--- config.mk ---
export PLATFORM = sky130hd
export DESIGN_NAME = elp_scan_gen
export DESIGN_NICKNAME = d
export VERILOG_FILES = /design/src/rtl/elp_pkg.sv /design/src/rtl/elp_hcount.sv /design/src/rtl/elp_vcount.sv /design/src/rtl/elp_pixstage.sv /design/src/rtl/elp_scan_gen.sv
export SDC_FILE = /design/constraint.sdc
export NUM_CORES = 1
export LEC_CHECK = 0
export CAP_MARGIN = 20
export CORE_ASPECT_RATIO = 1.4
export CORE_MARGIN = 2
export CORE_UTILIZATION = 51
export CTS_BUF_LIST = sky130_fd_sc_hd__clkbuf_4
export CTS_CLUSTER_DIAMETER = 50
export DETAILED_ROUTE_END_ITERATION = 6
export HOLD_SLACK_MARGIN = 0.06
export PLACE_DENSITY_LB_ADDON = 0.15
export SYNTH_ARGS = -nofsm -noshare
export SYNTH_HDL_FRONTEND = slang
export SYNTH_SLANG_ARGS = --single-unit
export TNS_END_PERCENT = 10
--- constraint.sdc ---
create_clock -name clk -period 3.3 [get_ports clk]
set_input_delay 0.66 -clock clk [delete_from_list [all_inputs] [get_ports clk]]
set_output_delay 0.66 -clock clk [all_outputs]
set_load 0.01 [all_outputs]
--- src/rtl/elp_pkg.sv ---
package elp_pkg;
   typedef enum logic {
      MODE_SINGLE = 1'b0,
      MODE_DUAL   = 1'b1
   } lane_mode_e;

   typedef struct packed {
      logic run;
      logic pix;
      logic sel;
      logic dual;
      logic hs;
      logic vs;
      logic fs;
   } out_stage_t;
endpackage

--- src/rtl/elp_hcount.sv ---
module elp_hcount #(
   parameter int H_PIX   = 640,
   parameter int HS_CLKS = 4,
   parameter int VS_CLKS = 8,
   parameter int COL_W   = 10
) (
   input  logic             clk,
   input  logic             rst_n,
   input  logic             run,
   input  logic             dual,
   output logic [COL_W-1:0] col,
   output logic             line_end,
   output logic             act,
   output logic             hs_win,
   output logic             vs_win
);
   localparam int ACT_DUAL   = H_PIX / 2;
   localparam int ACT_SINGLE = H_PIX;

   logic [COL_W-1:0] act_len;
   logic [COL_W-1:0] half;

   assign act_len  = dual ? COL_W'(ACT_DUAL) : COL_W'(ACT_SINGLE);
   assign half     = dual ? COL_W'(ACT_DUAL / 2) : COL_W'(ACT_SINGLE / 2);
   assign line_end = (col == act_len + COL_W'(HS_CLKS - 1));
   assign act      = (col < act_len);
   assign hs_win   = !act;
   assign vs_win   = (col >= half) && (col < half + COL_W'(VS_CLKS));

   always_ff @(posedge clk or negedge rst_n) begin
      if (!rst_n)            col <= '0;
      else if (!run)         col <= '0;
      else if (line_end)     col <= '0;
      else                   col <= col + COL_W'(1);
   end
endmodule

--- src/rtl/elp_vcount.sv ---
module elp_vcount
   import elp_pkg::*;
#(
   parameter int V_LINES = 400,
   parameter int LINE_W  = 9
) (
   input  logic              clk,
   input  logic              rst_n,
   input  logic              start,
   input  logic              mode_in,
   input  logic              line_end,
   output logic              run,
   output logic              dual,
   output logic [LINE_W-1:0] line
);
   logic frame_last;
   assign frame_last = line_end && (line == LINE_W'(V_LINES));

   always_ff @(posedge clk or negedge rst_n) begin
      if (!rst_n) begin
         run  <= 1'b0;
         dual <= MODE_SINGLE;
         line <= '0;
      end else if (!run) begin
         line <= '0;
         if (start) begin
            run  <= 1'b1;
            dual <= mode_in;
         end
      end else if (frame_last) begin
         line <= '0;
         if (!start) run <= 1'b0;
      end else if (line_end) begin
         line <= line + LINE_W'(1);
      end
   end
endmodule

--- src/rtl/elp_pixstage.sv ---
module elp_pixstage
   import elp_pkg::*;
#(
   parameter int H_PIX   = 640,
   parameter int V_LINES = 400,
   parameter int COL_W   = 10,
   parameter int LINE_W  = 9,
   parameter int ADDR_W  = 17
) (
   input  logic              clk,
   input  logic              rst_n,
   input  logic              run,
   input  logic              dual,
   input  logic [LINE_W-1:0] line,
   input  logic [COL_W-1:0]  col,
   input  logic              act,
   input  logic              hs_win,
   input  logic              vs_win,
   input  logic [1:0]        mem_data,
   output logic [ADDR_W-1:0] mem_addr,
   output logic              vclk_en,
   output logic              vid0,
   output logic              vid1,
   output logic              hsync_n,
   output logic              vsync,
   output logic [LINE_W-1:0] line_q,
   output logic              frame_start
);
   logic              row_act;
   logic [ADDR_W-1:0] base;
   logic [ADDR_W-1:0] offs;
   out_stage_t        nxt, q;
   logic [1:0]        lane;

   assign row_act  = (line < LINE_W'(V_LINES)) && act;
   assign base     = ADDR_W'(line) * ADDR_W'(H_PIX / 2);
   assign offs     = dual ? ADDR_W'(col) : ADDR_W'(col >> 1);
   assign mem_addr = row_act ? base + offs : '0;

   always_comb begin
      nxt.run  = run;
      nxt.pix  = run && row_act;
      nxt.sel  = col[0];
      nxt.dual = dual;
      nxt.hs   = run && hs_win;
      nxt.vs   = run && vs_win && (line == '0);
      nxt.fs   = run && (col == '0) && (line == '0);
   end

   always_ff @(posedge clk or negedge rst_n) begin
      if (!rst_n) begin
         q      <= '0;
         line_q <= '0;
      end else begin
         q      <= nxt;
         line_q <= line;
      end
   end

   for (genvar k = 0; k < 2; k++) begin : g_lane
      if (k == 0) begin : g_lead
         assign lane[k] = q.pix && (q.dual ? mem_data[0] : mem_data[q.sel]);
      end else begin : g_trail
         assign lane[k] = q.pix && q.dual && mem_data[1];
      end
   end

   assign vid0        = lane[0];
   assign vid1        = lane[1];
   assign vclk_en     = q.run;
   assign hsync_n     = !q.hs;
   assign vsync       = q.vs;
   assign frame_start = q.fs;
endmodule

--- src/rtl/elp_scan_gen.sv ---
module elp_scan_gen #(
   parameter int H_PIX   = 640,
   parameter int V_LINES = 400,
   parameter int HS_CLKS = 4,
   parameter int VS_CLKS = 8,
   parameter int COL_W   = $clog2(H_PIX + HS_CLKS),
   parameter int LINE_W  = $clog2(V_LINES + 1),
   parameter int ADDR_W  = $clog2((H_PIX / 2) * V_LINES)
) (
   input  logic              clk,
   input  logic              rst_n,
   input  logic              start_i,
   input  logic              dual_mode_i,
   output logic [ADDR_W-1:0] mem_addr_o,
   input  logic [1:0]        mem_data_i,
   output logic              vclk_en_o,
   output logic              vid0_o,
   output logic              vid1_o,
   output logic              hsync_n_o,
   output logic              vsync_o,
   output logic [LINE_W-1:0] line_o,
   output logic              frame_start_o
);
   if (H_PIX % 2 != 0 || H_PIX < 4) begin : g_bad_width
      $error("H_PIX must be even and at least 4");
   end
   if (VS_CLKS < 1 || VS_CLKS > H_PIX / 4) begin : g_bad_vs
      $error("VS_CLKS must fit in the second half of a dual-mode line");
   end
   if (HS_CLKS < 1 || V_LINES < 1) begin : g_bad_counts
      $error("HS_CLKS and V_LINES must be positive");
   end

   logic              run, dual, line_end, act, hs_win, vs_win;
   logic [COL_W-1:0]  col;
   logic [LINE_W-1:0] line;

   elp_vcount #(.V_LINES(V_LINES), .LINE_W(LINE_W)) i_vcount (
      .clk(clk), .rst_n(rst_n), .start(start_i), .mode_in(dual_mode_i),
      .line_end(line_end), .run(run), .dual(dual), .line(line)
   );

   elp_hcount #(.H_PIX(H_PIX), .HS_CLKS(HS_CLKS), .VS_CLKS(VS_CLKS),
                .COL_W(COL_W)) i_hcount (
      .clk(clk), .rst_n(rst_n), .run(run), .dual(dual), .col(col),
      .line_end(line_end), .act(act), .hs_win(hs_win), .vs_win(vs_win)
   );

   elp_pixstage #(.H_PIX(H_PIX), .V_LINES(V_LINES), .COL_W(COL_W),
                  .LINE_W(LINE_W), .ADDR_W(ADDR_W)) i_pixstage (
      .clk(clk), .rst_n(rst_n), .run(run), .dual(dual), .line(line),
      .col(col), .act(act), .hs_win(hs_win), .vs_win(vs_win),
      .mem_data(mem_data_i), .mem_addr(mem_addr_o), .vclk_en(vclk_en_o),
      .vid0(vid0_o), .vid1(vid1_o), .hsync_n(hsync_n_o), .vsync(vsync_o),
      .line_q(line_o), .frame_start(frame_start_o)
   );
endmodule

# [After elaboration in Yosys (flattened, before gate mapping)]
# Index checks and enable logic that the tools add are counted.
[word_totals] reg_bits=37 word_cells=59 in_bits=6
[classes] reduce_logical=17 bitwise_logic=1 eq_ne=3 order_cmp=5 n_addsub=5 mux=15 multipliers=1
[ops] cell="10-bit two-way mux" n=4
[ops] cell="9-bit two-way mux" n=4
[ops] cell="10-bit less-than comparator" n=2
[ops] cell="17-bit adder" n=1
[ops] cell="17-bit two-way mux" n=1
[ops] cell="1-bit logical AND" n=12
[ops] cell="9-bit by 3-bit multiplier with 11-bit output (second input constant)" n=1
[ops] cell="10-bit by 1-bit adder with 10-bit output (second input constant)" n=1
[ops] cell="10-bit by 2-bit adder with 10-bit output (second input constant)" n=1
[ops] cell="10-bit by 4-bit adder with 10-bit output (second input constant)" n=1
[ops] cell="10-bit == test" n=1
[ops] cell="10-bit greater-or-equal comparator" n=1
[ops] cell="10-bit zero test" n=1
[ops] cell="9-bit by 1-bit adder with 9-bit output (second input constant)" n=1
[ops] cell="9-bit == test (second input constant)" n=1
[ops] cell="9-bit zero test" n=1
[ops] cell="9-bit less-than comparator (second input constant)" n=1
[ops] cell="1-bit two-way mux" n=6
[ops] cell="3-bit by 2-bit != test with 1-bit output (second input constant)" n=1
[ops] cell="1-bit zero test" n=2
[ops] cell="1-bit by 2-bit less-than comparator with 1-bit output (second input constant)" n=1
[ops] cell="2-bit AND reduction" n=1
[ops] cell="1-bit NOT" n=1

# [Longest topological paths before layout]
# Gate-level depths: netlist of the first run.
[depth] depth_word=6 mapped_depth=9 ltp_nobuf=8

# [Hierarchy]
# A second synthesis of the first run with hierarchy kept.
[hier_totals] cells_unflattened=284 area_unflattened_um2=2757.6
[modules_own_cells] module="elp_pixstage" area_per_inst_um2=1408.9 cells_each=148 seq_area_each_um2=400.4 n_inst=1
[modules_own_cells] module="elp_hcount" area_per_inst_um2=696.9 cells_each=70 seq_area_each_um2=250.2 n_inst=1
[modules_own_cells] module="elp_vcount" area_per_inst_um2=651.9 cells_each=66 seq_area_each_um2=275.3 n_inst=1

# [Worst setup path before layout of the first run]
# No wires, ideal clock.
[synth_timing] path_type="flip-flop to output port" startpoint="register i_vcount.dual" endpoint="output mem_addr_o[16]" slack_ps=-57 path_stages_with_launch=9 arrival_time_ps=2697 path_cell_list="dfrtp_1 > clkbuf_1 > mux2_2 > ha_1 > a21o_1 > a21oi_1 > or2_2 > nor4b_1 > mux2i_1"
[synth_between] elab_chain_cells=4
[synth_rtl] element="start: declaration" line="elp_vcount.sv:13" source="output logic dual,"
[synth_rtl] element="start signal: assignment" line="elp_vcount.sv:28" source="dual <= mode_in;"
[synth_rtl] element="parallel branches: the longest is 3 deep, another holds 17-bit adder"
[synth_rtl] element="17-bit two-way mux *" line="elp_pixstage.sv:38" source="assign mem_addr = row_act ? base + offs : '0;"
[synth_rtl] element="end: declaration" line="elp_scan_gen.sv:14" source="output logic [ADDR_W-1:0] mem_addr_o,"
# Every way passes the cells marked *.

# [Worst setup path after layout of the first run]
[layout_timing] startpoint="register i_vcount.line[3]" endpoint="output mem_addr_o[15]"
[layout_between] elab_chain_cells=3
[layout_rtl] element="start: declaration" line="elp_vcount.sv:14" source="output logic [LINE_W-1:0] line"
[layout_rtl] element="start signal: assignment" line="elp_vcount.sv:34" source="line <= line + LINE_W'(1);"
[layout_rtl] element="9-bit by 3-bit multiplier with 11-bit output or 9-bit less-than comparator (tied branches)" line="elp_pixstage.sv:36, elp_pixstage.sv:35"
[layout_rtl] element="17-bit adder or 1-bit logical AND (tied branches)" line="elp_pixstage.sv:38, elp_pixstage.sv:35"
[layout_rtl] element="17-bit two-way mux *" line="elp_pixstage.sv:38"
# Mark *: on every way between the ends. The rest lies on a longest branch, timed or not.

==> metrics, run 1 <==
worst vdd ir 0.000255 V; Synth area leaders dfrtp_1 36%, ha_1 15%, nor2_1 5.3%; synth warn 0; Routed Antenna Nets 0; io pins 38; CTS H-tree depth 2; terminus of the critical flop-to-flop path i_vcount.line[3]; Yosys reg bits 37; Final setup viols 6; biggest area consumer among synthesized cells dfrtp_1; slew margin rel. 44.4%; number of synthesized flops with an enable pin 0; critical path required time 2640 ps; PnR worst setup slack -307 ps; WL final 6.36 mm; initial antenna violation count 0; chip width 64.4 um; row count 30; Sinks on Clock Net 37; Filler cells 351; worst min path class in2async; status finished, violations left; synthesized area 2610 um^2; switching part of the total power 19.8%; ys flop type dfrtp_1; Tmin final 3610 ps; Residual DRC 0; Tot Pwr 0.000872 W; final hold viol count 0; die area 5710 um^2; commonest cells in the netlist 37 x dfrtp_1, 37 x nor2_1, 31 x ha_1; R2R cell count 4; fraction of layout cells with a size suffix above 1 27.3%; Synth Instances 276; nets 404; power share of the clock group 45.9%; Crit Path Class reg2out; Pleak 1.89 nW; CTS clk-pin slew, worst paths 120 ps; largest net degree at the start of global routing 38; Post-DP HPWL 4.63 mm; CP startpoint kind register; critical path endpoint category primary output; worst reg2reg startpoint i_hcount.col[5]; setup_tns -1350 ps; drt initial violations 119; Synthesized Nets 315; violated checks negative setup slack; Syn Area/Cell 9.44 um^2; max_cap viols 0; IO Port Bufs 37; routability cong. 0.846; Reg2Reg Setup Slack 930 ps; CTS tree yes; post-synth top area share 35.5%; DR WL/cell 14.8 um; Int Pwr 0.000699 W; f_max 0.277 GHz; P per Cell Area 239 nW/um^2; Distinct cells, synth 48; critical path peak fanout 2; vias 2357; Slew Limit Fails 0; Least-Margin Pin Slew 834 ps; register area share after synthesis 35.5%; crit share post-route 109%; gr ovfl total 0; die span in y 88.6 um; effective utilization at floorplan 53.4%; Final Skew 10.1 ps; Layout area overhead 40.0%; Worst-Skew Late Latency 360 ps; combinational power share 2.2%; Sw Pwr 0.000173 W; root buf cell clkbuf_4; vias per cell 5.48; CORE AREA 4880 um^2; Hold-fix buffers, CTS 0; vias in the first global route 2394; Reg power frac 52.0%; first-pass iteration count of the detailed router 4; Synth async-reset ratio 100%; first-pass GRT wire length 10.6 mm; n_diodes 0; total CTS buffers 5; Clock Path Buffers 2; CP Data Arrival Time 2950 ps; unrepaired setup endpoints after global routing yes; Total Routing Usage GR 23.9%
## metrics by stage
step                utilization, %  setup slack (ps)  area (um^2)  hold slack, ps  instances
detailed placement            69.1              -464         3370             531        416
CTS                           73.5              -285         3580             393        428
finish                        74.8              -307         3650             380        430
global route                  74.8              -440         3650             462        430
global placement              69.1              -411         3370             526        416
floorplan                        -              29.6         2610             364        276
## layout make-up
cell class,count,area [um^2],area share [%]
Clock buffer,5,37.5,1.03
Tap cell,64,80.1,2.19
Sequential cell,37,927,25.4
Clock inverter,3,68.8,1.89
Multi-Input combinational cell,216,1730,47.4
Timing Repair Buffer,90,748,20.5
Inverter,15,58.8,1.61
## timing repair
item | 4_1_cts | 5_1_grt
setup endpoints to repair | 17 | 17
gates resized for setup | 48 | 17
setup buffers | 4 | 2
pin swaps | 13 | 6
## cell families after synthesis
logic type,after synthesis,share of synthesized area [%]
flops,37,35.5
buf+inv,23,3.41
simple gates,104,20.8
xor+xnor,19,6.39
compound gates,50,13.5
fa+ha+maj,33,16.4
mux,10,3.94
## worst max path at each step
stage,slack (ps),startpoint,cells past startpoint,to
after floorplan,30,i_vcount.line[1],8,mem_addr_o[16]
final,-310,i_vcount.line[3],11,mem_addr_o[15]
after CTS,-280,i_vcount.line[3],10,mem_addr_o[16]
after global routing,-440,i_vcount.line[3],10,mem_addr_o[16]
after detailed placement,-460,i_vcount.line[1],9,mem_addr_o[16]
after global placement,-410,i_vcount.line[1],9,mem_addr_o[16]
## critical path, cell delays in order (launching register included)
cell and delay [ps]:
dfrtp_1 410, ha_1 310, ha_2 190, fa_2 390
a211oi_4 250, buf_4 160, o21ai_1 80, o311a_1 170
buf_4 160, a31o_2 200, a21oi_1 120, buf_2 140
## layer usage
| metal | track usage, % | part of all wire (%) | up-vias |
|---|---|---|---|
| met1 | 24.8 | 37 | 1136 |
| met2 | 47.7 | 58 | 44 |
| met4 | 9.28 | 2.3 | 0 |
| met3 | 3.44 | 2.9 | 15 |
| li1 | - | - | 1162 |
| met5 | 0 | 0 | - |
## power groups by stage
stage	clock network [W]	registers, W	logic, W
floorplan	0	0.000462	0.00000199
global placement	0	0.000462	0.0000190
detailed placement	0	0.000462	0.0000194
CTS	0.000409	0.000453	0.0000194
global route	0.000425	0.000453	0.0000213
finish	0.000400	0.000453	0.0000188
## flip-flops by register name (all words and copies together) (netlist names)
name,cells
i_pixstage.q,4
i_pixstage.vclk_en,1
i_vcount.dual,1
i_pixstage.line_q,9
i_pixstage.frame_start,1
i_hcount.col,10
i_pixstage.vsync,1
i_vcount.line,9
i_vcount.run,1
## layout by cell type (no fill, tap or decap), types with 2 or more instances in the layout
cell             netlist  routed
o21ai_1                0       2
a31o_2                 3       3
nand3b_1               2       2
xor2_1                12      11
fa_2                   0       2
inv_1                 15      14
nor2b_1                5       5
nand4_1                5       5
o21ai_0               11       9
xnor2_1                7       7
ha_4                   0       4
nor3_1                 5       4
nand2_1               12      12
a21o_1                 5       5
mux2i_1                8       8
nor4_1                 3       2
o211ai_1               4       4
or2_4                  0       2
buf_2                  2       6
dlygate4sd2_1          0      11
dfrtp_1               37      36
ha_2                   0       2
o21bai_1               3       2
nor2_1                37      36
buf_4                  0      50
and3_1                 6       5
nor3b_1                2       2
a21oi_1               12      11
or3_1                  5       5
and2_1                 3       3
nand3_1                8       8
clkbuf_4               0       5
clkdlybuf4s50_1        0      20
bufinv_16              0       2
ha_1                  31      25
(Power assumes the default switching activity.)
==> inputs of run 2 (changes only) <==
--- a/config.mk
+++ b/config.mk
@@ -9,7 +9,7 @@
 export CORE_ASPECT_RATIO = 1.4
 export CORE_MARGIN = 2
 export CORE_UTILIZATION = 51
-export CTS_BUF_LIST = sky130_fd_sc_hd__clkbuf_4
+export CTS_BUF_LIST = sky130_fd_sc_hd__clkbuf_8
 export CTS_CLUSTER_DIAMETER = 50
 export DETAILED_ROUTE_END_ITERATION = 6
 export HOLD_SLACK_MARGIN = 0.06
==> run 2 against run 1 <==
- the flow still finishes with violations (negative setup slack)
- clock skew is 1.9 ps lower
- count of clock-buffer cells in the layout unchanged
- first-iteration DRC count up 32%
- cell area is 0.51% higher
- clock power grew 17%
- critical path type unchanged
- largest cell class unchanged
==> metrics, run 2 (synthesis gave the netlist of run 1 again) <==
n_diodes 0; most common cell after layout, fill and taps aside buf_4; largest net degree at the start of global routing 38; nets 403; gr ovfl total 0; Pleak 1.89 nW; row count 30; io pins 38; vias 2418; initial antenna violation count 0; Worst-Skew Late Latency 290 ps; M2 GR Usage 46.3%; P per Cell Area 256 nW/um^2; Post-DP Area 3370 um^2; die span in y 88.6 um; Least-Margin Pin Slew 831 ps; Multi-input gate area 1720 um^2; violated checks negative setup slack; drt initial violations 157; WL final 6.52 mm; hold slack 460 ps; max_cap viols 0; first-pass iteration count of the detailed router 4; vias per cell 5.64; critical path endpoint category primary output; Regs by FF count i_hcount.col (10), i_pixstage.line_q (9), i_vcount.line (9); worst vdd ir 0.000253 V; CTS clk-pin slew, worst paths 80 ps; Total Routing Usage GR 23.7%; status finished, violations left; Final setup viols 4; worst min path class in2async; CP startpoint kind register; slew margin rel. 44.6%; most frequent cells in the layout 49 x buf_4, 37 x nor2_1, 36 x dfrtp_1, 26 x ha_1, 19 x clkdlybuf4s50_1; CORE AREA 4880 um^2; Crit Path Class reg2out; Slew Limit Fails 0; sequential cell area 927 um^2; Final Skew 8.23 ps; final hold viol count 0; DR WL/cell 15.2 um; Tmin final 3530 ps; Tot Pwr 0.000940 W; critical path peak fanout 3; Post-Place Cells 416; routability cong. 0.846; Filler cells 340; setup_tns -788 ps; grt peak-use layer met2; critical path required time 2640 ps; Hold-fix buffers, CTS 0; first-pass GRT wire length 10.5 mm; fin area 3670 um^2; total CTS buffers 5; Layout area overhead 40.7%; crit path launch i_vcount.line[1]; unrepaired setup endpoints after global routing yes; final cell count without fillers 429; Sinks on Clock Net 37; crit share post-route 107%; CTS tree yes; Post-DP HPWL 4.63 mm; f_max 0.283 GHz; vias in the first global route 2417; effective utilization at floorplan 53.4%; R2R cell count 7; fraction of layout cells with a size suffix above 1 26.3%; worst reg2reg startpoint i_vcount.dual; routing usage on met3 4.20%; CTS H-tree depth 2; chip width 64.4 um; IO Port Bufs 37; Residual DRC 0; Routed Antenna Nets 0; met1 Track Usage GR 24.6%; Biggest register i_hcount.col; die area 5710 um^2; root buf cell clkbuf_8; max reg flops 10; Clock Path Buffers 2; PnR worst setup slack -229 ps; CP Data Arrival Time 2870 ps
[run 2: final timing paths]
check                                       end  slack [ps]
max                              mem_addr_o[15]        -230
min                             i_hcount.col[9]         460
max reg2reg                        i_vcount.run         920
min reg2reg                i_pixstage.line_q[3]         540
max in group asynchronous         i_vcount.dual        2250
min in group clk           i_pixstage.line_q[3]         540
[run 2: final cells by class]
class	count	share of cell area, %
multi-input cells	216	46.9
clock buffers	5	1.88
repair buffers	89	20.3
flip-flops and latches	37	25.3
inverters	15	1.54
well taps	64	2.18
clock inverters	3	1.88
[run 2: per-layer routing]
metal	wire (um)	up-vias	share of wire [%]
li1	-	1164	-
met2	3810	60	58
met5	0	-	0
met3	218	15	3.3
met4	156	0	2.4
met1	2340	1179	36
[run 2: timing repair]
item                                    CTS  global route
endpoints found under the setup margin   17            17
resized for setup                        42            15
pin swaps                                11            11
cloned                                    0             0
setup buffers                             3             2
[run 2: critical path: stages (launching register included)]
cell and delay, ps:
dfrtp_1 390, ha_1 310, ha_2 200, fa_2 390, a211oi_4 270, o21ai_0 130, o311a_1 170, buf_4 160
a31o_2 200, a21oi_1 130, clkdlybuf4s15_2 230
[run 2: power by group]
part / switching [W] / leakage, nW / internal [W]
clock network: 0.000164 / 0.0687 / 0.000304
logic: 0.0000113 / 1.35 / 0.00000747
registers: 0 / 0.477 / 0.000453
[run 2: metrics by stage]
step	util (%)	worst slack (ps)
floorplan	-	29.6
global placement	69.1	-411
CTS	73.6	-234
finish	75.2	-229
detailed placement	69.1	-464
global route	75.2	-347
==> inputs of run 3 (changes only) <==
--- a/config.mk
+++ b/config.mk
@@ -14,6 +14,7 @@
 export DETAILED_ROUTE_END_ITERATION = 6
 export HOLD_SLACK_MARGIN = 0.06
 export PLACE_DENSITY_LB_ADDON = 0.15
+export REMOVE_ABC_BUFFERS = 1
 export SYNTH_ARGS = -nofsm -noshare
 export SYNTH_HDL_FRONTEND = slang
 export SYNTH_SLANG_ARGS = --single-unit
==> run 3 against run 2 <==
- the flow still finishes with violations (negative setup slack)
- sequential cell count is the same
- first-iteration DRC count shrank 51%
- clock skew grew 0.88 ps
- critical path depth is the same
- sequential power is essentially flat
- register-to-register slack is essentially flat
- cell area grew 1.3%
==> metrics, run 3 (synthesis gave the netlist of run 1 again) <==
status finished, violations left; violated checks negative setup slack; Reg power frac 47.7%; first-pass iteration count of the detailed router 4; Pleak 1.98 nW; Least-Margin Pin Slew 862 ps; vias 2385; Hold-fix buffers, CTS 0; PnR worst setup slack -178 ps; Int Pwr 0.000765 W; crit share post-route 105%; Sinks on Clock Net 37; die area 5710 um^2; switching part of the total power 19.5%; DR WL/cell 15.0 um; Util after Layout 76.1%; CTS H-tree depth 2; chip width 64.4 um; die span in y 88.6 um; initial antenna violation count 0; Crit Path Class reg2out; routability cong. 0.863; fraction of layout cells with a size suffix above 1 27.3%; P per Cell Area 256 nW/um^2; Residual DRC 0; root buf cell clkbuf_8; unrepaired setup endpoints after global routing yes; setup_tns -440 ps; first-pass GRT wire length 10.6 mm; Routed Antenna Nets 0; vias in the first global route 2306; max_cap viols 0; Clock Path Buffers 2; largest net degree at the start of global routing 38; combinational power share 2.0%; crit-path max cell delay 420 ps; final hold viol count 0; Tmin final 3480 ps; Total Routing Usage GR 23.9%; most common cell after layout, fill and taps aside buf_4; slew margin rel. 42.6%; critical path endpoint category primary output; total CTS buffers 5; CP max stage cell dfrtp_1; Worst-Skew Late Latency 300 ps; max reg flops 10; CP Data Arrival Time 2820 ps; Post-DP HPWL 4.72 mm; CTS tree yes; Multi-input gate area 1740 um^2; CTS clk-pin slew, worst paths 80 ps; worst reg2reg startpoint i_vcount.dual; gr ovfl total 0; worst vdd ir 0.000271 V; Final Skew 9.11 ps; Sw Pwr 0.000185 W; Slew Limit Fails 0; effective utilization at floorplan 53.4%; CP cell instances ha_4 -> ha_4 -> fa_2 -> a211oi_4 -> or2_4 -> nand4_1 -> buf_4 -> nor4b_4 -> mux2i_1 -> buf_2; critical path peak fanout 3; most used cell, CP ha_4; Biggest register i_hcount.col; sequential cell area 927 um^2; Regs by FF count i_hcount.col (10), i_pixstage.line_q (9), i_vcount.line (9); row count 30; Final setup viols 4; CORE AREA 4880 um^2; most frequent cells in the layout 51 x buf_4, 36 x nor2_1, 36 x dfrtp_1, 24 x ha_1, 21 x clkdlybuf4s50_1; Place WS -499 ps; drt initial violations 77; worst min path class in2async; f_max 0.287 GHz; vias per cell 5.55; WL final 6.45 mm; Layout area overhead 42.5%; IO Port Bufs 37; io pins 38; power share of the clock group 50.3%; n_diodes 0; critical path required time 2640 ps; nets 404; CP startpoint kind register; Filler cells 344; crit path launch i_vcount.line[3]
==> run 3: cell count changes in the layout (fill, tap and decap cells not counted), sizes merged <==
cell           change
clkdlybuf4s50      +2
buf                +2
clkbuf             -1
dlymetal6s2s       +8
dlygate4sd2       -10
==> run 3: layout make-up <==
type	count	share of cell area, %
repair buffers	90	20.7
flip-flops and latches	37	25.0
well taps	64	2.16
clock inverters	3	1.85
clock buffers	5	1.85
multi-input cells	216	47.0
inverters	15	1.52
==> run 3: worst max-delay path: cells and delay by family, from the launching register on <==
kind | cells | cell delay [ps]
AO/OA/AOI/OAI | 1 | 250
adder cells (fa/ha/maj) | 3 | 840
buffers and inverters | 2 | 310
flip-flops | 1 | 420
multiplexers | 1 | 200
AND/OR/NAND/NOR | 3 | 490
==> run 3: worst paths after layout <==
kind	end	slack (ps)	cells after the start
min in group clk	i_pixstage.q[4]	540	0
hold / removal	i_pixstage.line_q[8]	480	1
max in group asynchronous	i_vcount.dual	2220	1
setup reg to reg	i_vcount.line[3]	920	7
setup / recovery	mem_addr_o[16]	-180	10
hold reg to reg	i_pixstage.q[4]	540	0
==> run 3: power by group through the flow <==
stage	Sequential, W	Combinational, W	Clock [W]
6_report	0.000453	0.0000190	0.000478
5_1_grt	0.000453	0.0000217	0.000508
4_1_cts	0.000453	0.0000196	0.000484
3_5_place_dp	0.000462	0.0000197	0
3_3_place_gp	0.000462	0.0000190	0
2_1_floorplan	0.000462	0.00000199	0
==> run 3: repair_timing <==
item / in CTS / in global routing
pin swaps: 15 / 8
endpoints found under the setup margin: 17 / 17
setup buffers: 4 / 2
resized for setup: 40 / 21
==> run 3: per-stage QoR <==
step           hold WS (ps)  std cells  cell area [um^2]  power (W)
6_report                479        430              3710   0.000950
5_1_grt                 545        430              3710   0.000983
4_1_cts                 497        428              3620   0.000957
3_5_place_dp            526        416              3370   0.000482
3_3_place_gp            518        416              3370   0.000481
2_1_floorplan           364        268              2570   0.000464
==> run 3: routing by layer <==
layer / routed length (um) / GRT usage [%]
met3: 136 / 2.67
met1: 2520 / 27.5
met4: 112 / 6.00
met2: 3680 / 46.9
met5: 0 / 0
